## src/rtl/eoi_storm_throttle.sv

```systemverilog
module eoi_storm_throttle #(
  parameter int NPINS        = 24,
  parameter int VEC_W        = 8,
  parameter int STORM_LIMIT  = 10000,
  parameter int DEFER_CYCLES = 100000
) (
  input  logic                   clk,
  input  logic                   rst_n,
  input  logic                   eoi_valid,
  input  logic [VEC_W-1:0]       eoi_vector,
  input  logic                   eoi_level,
  input  logic                   directed_eoi,
  input  logic [NPINS*VEC_W-1:0] ent_vector,
  input  logic [NPINS-1:0]       ent_level,
  input  logic [NPINS-1:0]       ent_mask,
  input  logic [NPINS-1:0]       ent_rirr,
  input  logic [NPINS-1:0]       pin_pending,
  output logic                   busy,
  output logic                   ack_valid,
  output logic [$clog2(NPINS)-1:0] ack_pin,
  output logic [NPINS-1:0]       rirr_clr,
  output logic [NPINS-1:0]       deliver_req,
  output logic                   defer_armed
);
  localparam int IW = $clog2(NPINS);
  localparam int CW = $clog2(STORM_LIMIT);
  localparam int TW = $clog2(DEFER_CYCLES + 1);

  logic             busy_q, lvl_q, dir_q, armed_q;
  logic [IW-1:0]    idx_q;
  logic [VEC_W-1:0] vec_q;
  logic [TW-1:0]    tmr_q;
  logic [CW-1:0]    cnt_q [NPINS];

  wire [VEC_W-1:0] cur_vec = ent_vector[idx_q*VEC_W +: VEC_W];
  wire             hit     = busy_q && (cur_vec == vec_q);
  wire             do_clr  = hit && lvl_q && !dir_q;
  wire             live    = do_clr && !ent_mask[idx_q] && pin_pending[idx_q];
  wire             trip    = live && (cnt_q[idx_q] == CW'(STORM_LIMIT - 1));
  wire             expire  = armed_q && (tmr_q == '0);
  wire [NPINS-1:0] sel     = NPINS'(1) << idx_q;

  assign busy        = busy_q;
  assign ack_valid   = hit;
  assign ack_pin     = idx_q;
  assign rirr_clr    = do_clr ? sel : '0;
  assign deliver_req = ((live && !trip) ? sel : '0)
                     | (expire ? (ent_level & pin_pending & ~ent_rirr) : '0);
  assign defer_armed = armed_q;

  always_ff @(posedge clk or negedge rst_n) begin
    if (!rst_n) begin
      busy_q <= 1'b0;
      idx_q  <= '0;
      vec_q  <= '0;
      lvl_q  <= 1'b0;
      dir_q  <= 1'b0;
    end else if (busy_q) begin
      if (idx_q == IW'(NPINS - 1)) busy_q <= 1'b0;
      else                         idx_q  <= idx_q + 1'b1;
    end else if (eoi_valid) begin
      busy_q <= 1'b1;
      idx_q  <= '0;
      vec_q  <= eoi_vector;
      lvl_q  <= eoi_level;
      dir_q  <= directed_eoi;
    end
  end

  always_ff @(posedge clk or negedge rst_n) begin
    if (!rst_n) begin
      armed_q <= 1'b0;
      tmr_q   <= '0;
    end else if (trip) begin
      armed_q <= 1'b1;
      tmr_q   <= TW'(DEFER_CYCLES - 1);
    end else if (expire) begin
      armed_q <= 1'b0;
    end else if (armed_q) begin
      tmr_q   <= tmr_q - 1'b1;
    end
  end

  for (genvar g = 0; g < NPINS; g++) begin : g_cnt
    always_ff @(posedge clk or negedge rst_n) begin
      if (!rst_n)
        cnt_q[g] <= '0;
      else if (do_clr && idx_q == IW'(g))
        cnt_q[g] <= (!live || trip) ? '0 : cnt_q[g] + 1'b1;
    end
  end
endmodule

```

## config.mk

```make
export PLATFORM = sky130hd
export DESIGN_NAME = eoi_storm_throttle
export DESIGN_NICKNAME = d
export VERILOG_FILES = /design/src/rtl/eoi_storm_throttle.sv
export SDC_FILE = /design/constraint.sdc
export NUM_CORES = 1
export LEC_CHECK = 0
export ABC_AREA = 0
export BUFFER_PORTS_ARGS = -buffer_cell sky130_fd_sc_hd__buf_2
export CORE_ASPECT_RATIO = 0.8
export CORE_MARGIN = 2
export CORE_UTILIZATION = 40
export CTS_CLUSTER_DIAMETER = 120
export DETAILED_ROUTE_END_ITERATION = 16
export PLACE_DENSITY = 0.57
export RECOVER_POWER = 100
export SLEW_MARGIN = 0
export SYNTH_ARGS = -nofsm -noshare
export SYNTH_HDL_FRONTEND = slang
export SYNTH_SLANG_ARGS = --single-unit
```

## constraint.sdc

```tcl
create_clock -name clk -period 4.95 [get_ports clk]
set_clock_uncertainty 0.1 [all_clocks]
set_input_delay 0.99 -clock clk [delete_from_list [all_inputs] [get_ports clk]]
set_output_delay 0.99 -clock clk [all_outputs]
set_load 0.01 [all_outputs]
```

==> impl_metrics.csv <==
group,metric,value,unit
synth,synth_largest_area_cell,"dfrtp_1",
routing,num_vias,25000,
synth,synth.area.top_cells,"dfrtp_1 (39%), mux4_2 (5.2%), o21ai_0 (5.1%), nand2_1 (4.8%), nor2_1 (4.3%)",
cts,cts_tree,"built",
synth,synthCells,2769,
worst_hold_path,hold_path.startpoint,"cnt_q[209]$_DFFE_PN0P_",
routing,wl,96200,um
global_routing,grt_pass1_vias,24100,
pwr,ir_drop,0.000368,V
timing,post-route-period-util,1.04,
timing,setup_tns,-4.75,ns
place,place.gp.congestion,0.994,
synth,ys_types,90,
pwr,power_frac_comb,0.492,
routing,drt_iter0_drc,2510,
floorplanning,die_height,223,um
floorplanning,boundaryPins,357,
synth,synthesis.area,24000,um2
worst_setup_path,crit_type,"flip-flop to output pin",
floorplanning,rows,80,
place,dpl.hpwl,69800,um
worst_setup_path,timing.rr.start,"ack_pin[1]$_DFFE_PN0P_",
timing,worst_hold_slack,0.378,ns
run_status,violations,"max-capacitance violations, max-slew violations, negative setup slack",
timing,relSlewSlack,-0.843,
pwr,power_leakage,13.4,nW
timing,setup_viol,44,
pwr,pwr-share-seq,0.251,
global_routing,antenna_found_initial,1,
synth,ys_ff_latch,370,
run_status,status,"finished, violations left",
cts,clock-sinks,370,
worst_setup_path,cp-end-kind,"output pin",
pwr,total_power,12.9,mW
synth,synth_warnings,0,
cts,cts-buffers-inserted,44,
layout,final_util,0.513,
worst_setup_path,worst_ep_required_time,3.86,ns
timing,hold_violations,0,
routing,drc,0,
global_routing,grt_max_degree,102,
global_routing,grt_pass1_wl,147000,um
worst_setup_path,rr_worst_depth,27,
timing,rsz0062_at_grt,"yes",
global_routing,grt_use_total,0.305,
cts,htreeDepth,2,
worst_hold_path,min_path_type,"flip-flop to flip-flop",
pwr,p_sw,5.42,mW
worst_setup_path,arrival,4.07,ns
worst_hold_path,min_to,"cnt_q[209]$_DFFE_PN0P_",
place,place_ws,-0.234,ns
cts,cts_root_buf,"clkbuf_16",
worst_setup_path,r2r_slack,-0.01,ns
pwr,internal_power,7.48,mW
timing,fin_ws,-0.215,ns
routing,dr.pass1.iters,6,
cts,ctsLongestPathBuffers,3,
routing,ant_nets,0,
synth,synthTopCellsByCount,"dfrtp_1 (370), nand2_1 (307), nor2_1 (277)",
layout,nNetsFinal,3601,
synth,syn-num-nets,3102,
timing,slew_viol_final,294,
timing,tightestPinTransition,2.76,ns
worst_hold_path,min_path_cells,1,
pwr,p_sw_frac,0.420,
cts,clk_latency,0.61,ns
layout,drive_gt1_frac,0.262,
global_routing,overflow,0,
routing,viasPerCell,6.12,
timing,fmax,194,MHz
timing,fin_crit,5.16,ns
flow_run,drv_cap,4,
worst_setup_path,crit_fanout,8,
floorplanning,die_w,278,um
routing,wl_per_cell,23.6,um
synth,ys_seq_area_frac,0.386,
pwr,p_per_area,422,nW/um2
worst_setup_path,start_kind,"flip-flop",
floorplanning,die-area,62000,um2
synth,synth_edf_count,0,
synth,synth_most_common_cell,"dfrtp_1",
floorplanning,start_util,0.404,
cts,clkTransAtPathRegs,0.06,ns
synth,synth-main-ff-cell,"dfrtp_1",
worst_setup_path,regToRegEndpoint,"cnt_q[19]$_DFFE_PN0P_",
synth,synthArstFlopShare,1.00,
synth,netlist.area_leader.share,0.386,
layout,syn_to_final_growth,27.1,%
place,port_buffers,356,
floorplanning,core,59500,um2
pwr,clkPwrFrac,0.257,
synth,avgSynthCellArea,8.67,um2
## through the flow
stage | area, um2 | instances
after detailed placement | 27700 | 3931
after global routing | 30500 | 4079
after CTS | 30200 | 4066
after global placement | 27700 | 3931
after floorplan | 24000 | 2769
final | 30500 | 4080
## what timing repair did
| action | 4_1_cts | 5_1_grt |
|---|---|---|
| cloned | 3 | 0 |
| setup endpoints to repair | 48 | 54 |
| buffers inserted | 55 | 15 |
| resized for setup | 142 | 47 |
| hold buffers | 0 | 0 |
| pin swaps | 24 | 20 |
## per-layer routing
layer	wire (um)	share of wire	vias to the layer above	track usage
li1	-	-	11300	-
met1	41600	0.43	12400	0.437
met2	43000	0.45	1181	0.465
met3	8690	0.090	177	0.0591
met4	2850	0.030	0	0.0961
met5	0	0	-	0
## power groups by stage
stage | Combinational (mW) | Clock [mW] | Sequential [mW]
2_1_floorplan | 3.08 | 0 | 3.20
3_3_place_gp | 5.23 | 0 | 3.32
3_5_place_dp | 5.27 | 0 | 3.32
4_1_cts | 6.02 | 3.37 | 3.24
5_1_grt | 6.62 | 3.49 | 3.24
6_report | 6.34 | 3.32 | 3.24
## worst max-delay path by stage
stage                            from  depth (start not counted)              end  slack [ns]
3_5_place_dp           ent_vector[61]                         14  deliver_req[10]       -0.23
6_report       ack_pin[1]$_DFFE_PN0P_                         18      rirr_clr[3]       -0.21
2_1_floorplan          ent_vector[61]                         11   deliver_req[1]        0.06
3_3_place_gp           ent_vector[61]                         14  deliver_req[10]       -0.20
5_1_grt        ack_pin[1]$_DFFE_PN0P_                         15   deliver_req[7]       -0.28
4_1_cts        ack_pin[1]$_DFFE_PN0P_                         14   deliver_req[3]       -0.18
## cell usage in the layout (no fill, tap or decap), types with 13 or more instances in the layout
master,Yosys,final
dfrtp_1,370,365
buf_2,35,339
nand2_1,307,295
nor2_1,277,263
o21ai_0,245,237
buf_4,10,202
nand3_1,181,171
and3_1,105,103
a21oi_1,82,80
nor3_1,82,78
nand4_1,77,77
xor2_1,66,66
xnor2_1,57,56
mux4_2,55,55
inv_1,60,53
nand2b_1,53,53
o31ai_1,58,52
nor4_1,51,50
clkbuf_16,0,45
mux2i_1,44,42
or3_1,38,36
ha_1,32,32
or4_1,29,29
buf_6,5,29
and2_1,26,26
a31oi_1,22,21
clkbuf_1,83,21
buf_12,0,20
o211ai_1,17,17
mux2_2,17,16
nor2b_1,17,13
a21o_1,13,13
a22o_1,14,13
nand4b_1,13,13
## flip-flops by register name, indices dropped and copies added, names as in the netlist
register,count
cnt_q,336
tmr_q,17
vec_q,8
ack_pin,5
busy,1
defer_armed,1
dir_q,1
lvl_q,1
## worst max-delay path, stage by stage, from the launching register on
cell	delay, ns
dfrtp_4	0.50
buf_12	0.16
buf_16	0.14
buf_12	0.14
mux4_2	0.42
a22o_4	0.25
nor2_2	0.09
a21oi_1	0.06
a22o_4	0.28
nor3_4	0.27
buf_4	0.16
buf_6	0.10
buf_6	0.08
and3_4	0.17
buf_6	0.11
buf_12	0.13
nand2_4	0.06
nor3_2	0.18
buf_2	0.16
## cell families (layout without fill, tap and decap cells)
kind of cell / count (synthesis) / in the layout / share of synthesized area
other: 0 / 1 / 0
multiplexers: 116 / 116 / 0.0779
flip-flops: 370 / 370 / 0.386
AO/OA/AOI/OAI: 598 / 598 / 0.159
adder cells (fa/ha/maj): 32 / 32 / 0.0167
AND/OR/NAND/NOR: 1318 / 1318 / 0.278
XOR/XNOR: 123 / 123 / 0.0449
buffers and inverters: 212 / 743 / 0.0381
## area by class of cell
class                      instances  area [um2]
timing repair buffer             603        4110
clock inverter                     9         150
sequential                       370        9270
antenna                            1        2.50
tap                              779         975
multi-input combinational       2187       14500
fill                            5633       28900
inverter                          62         241
clock buffer                      69        1280
Power figures use the tool's default switching activity.
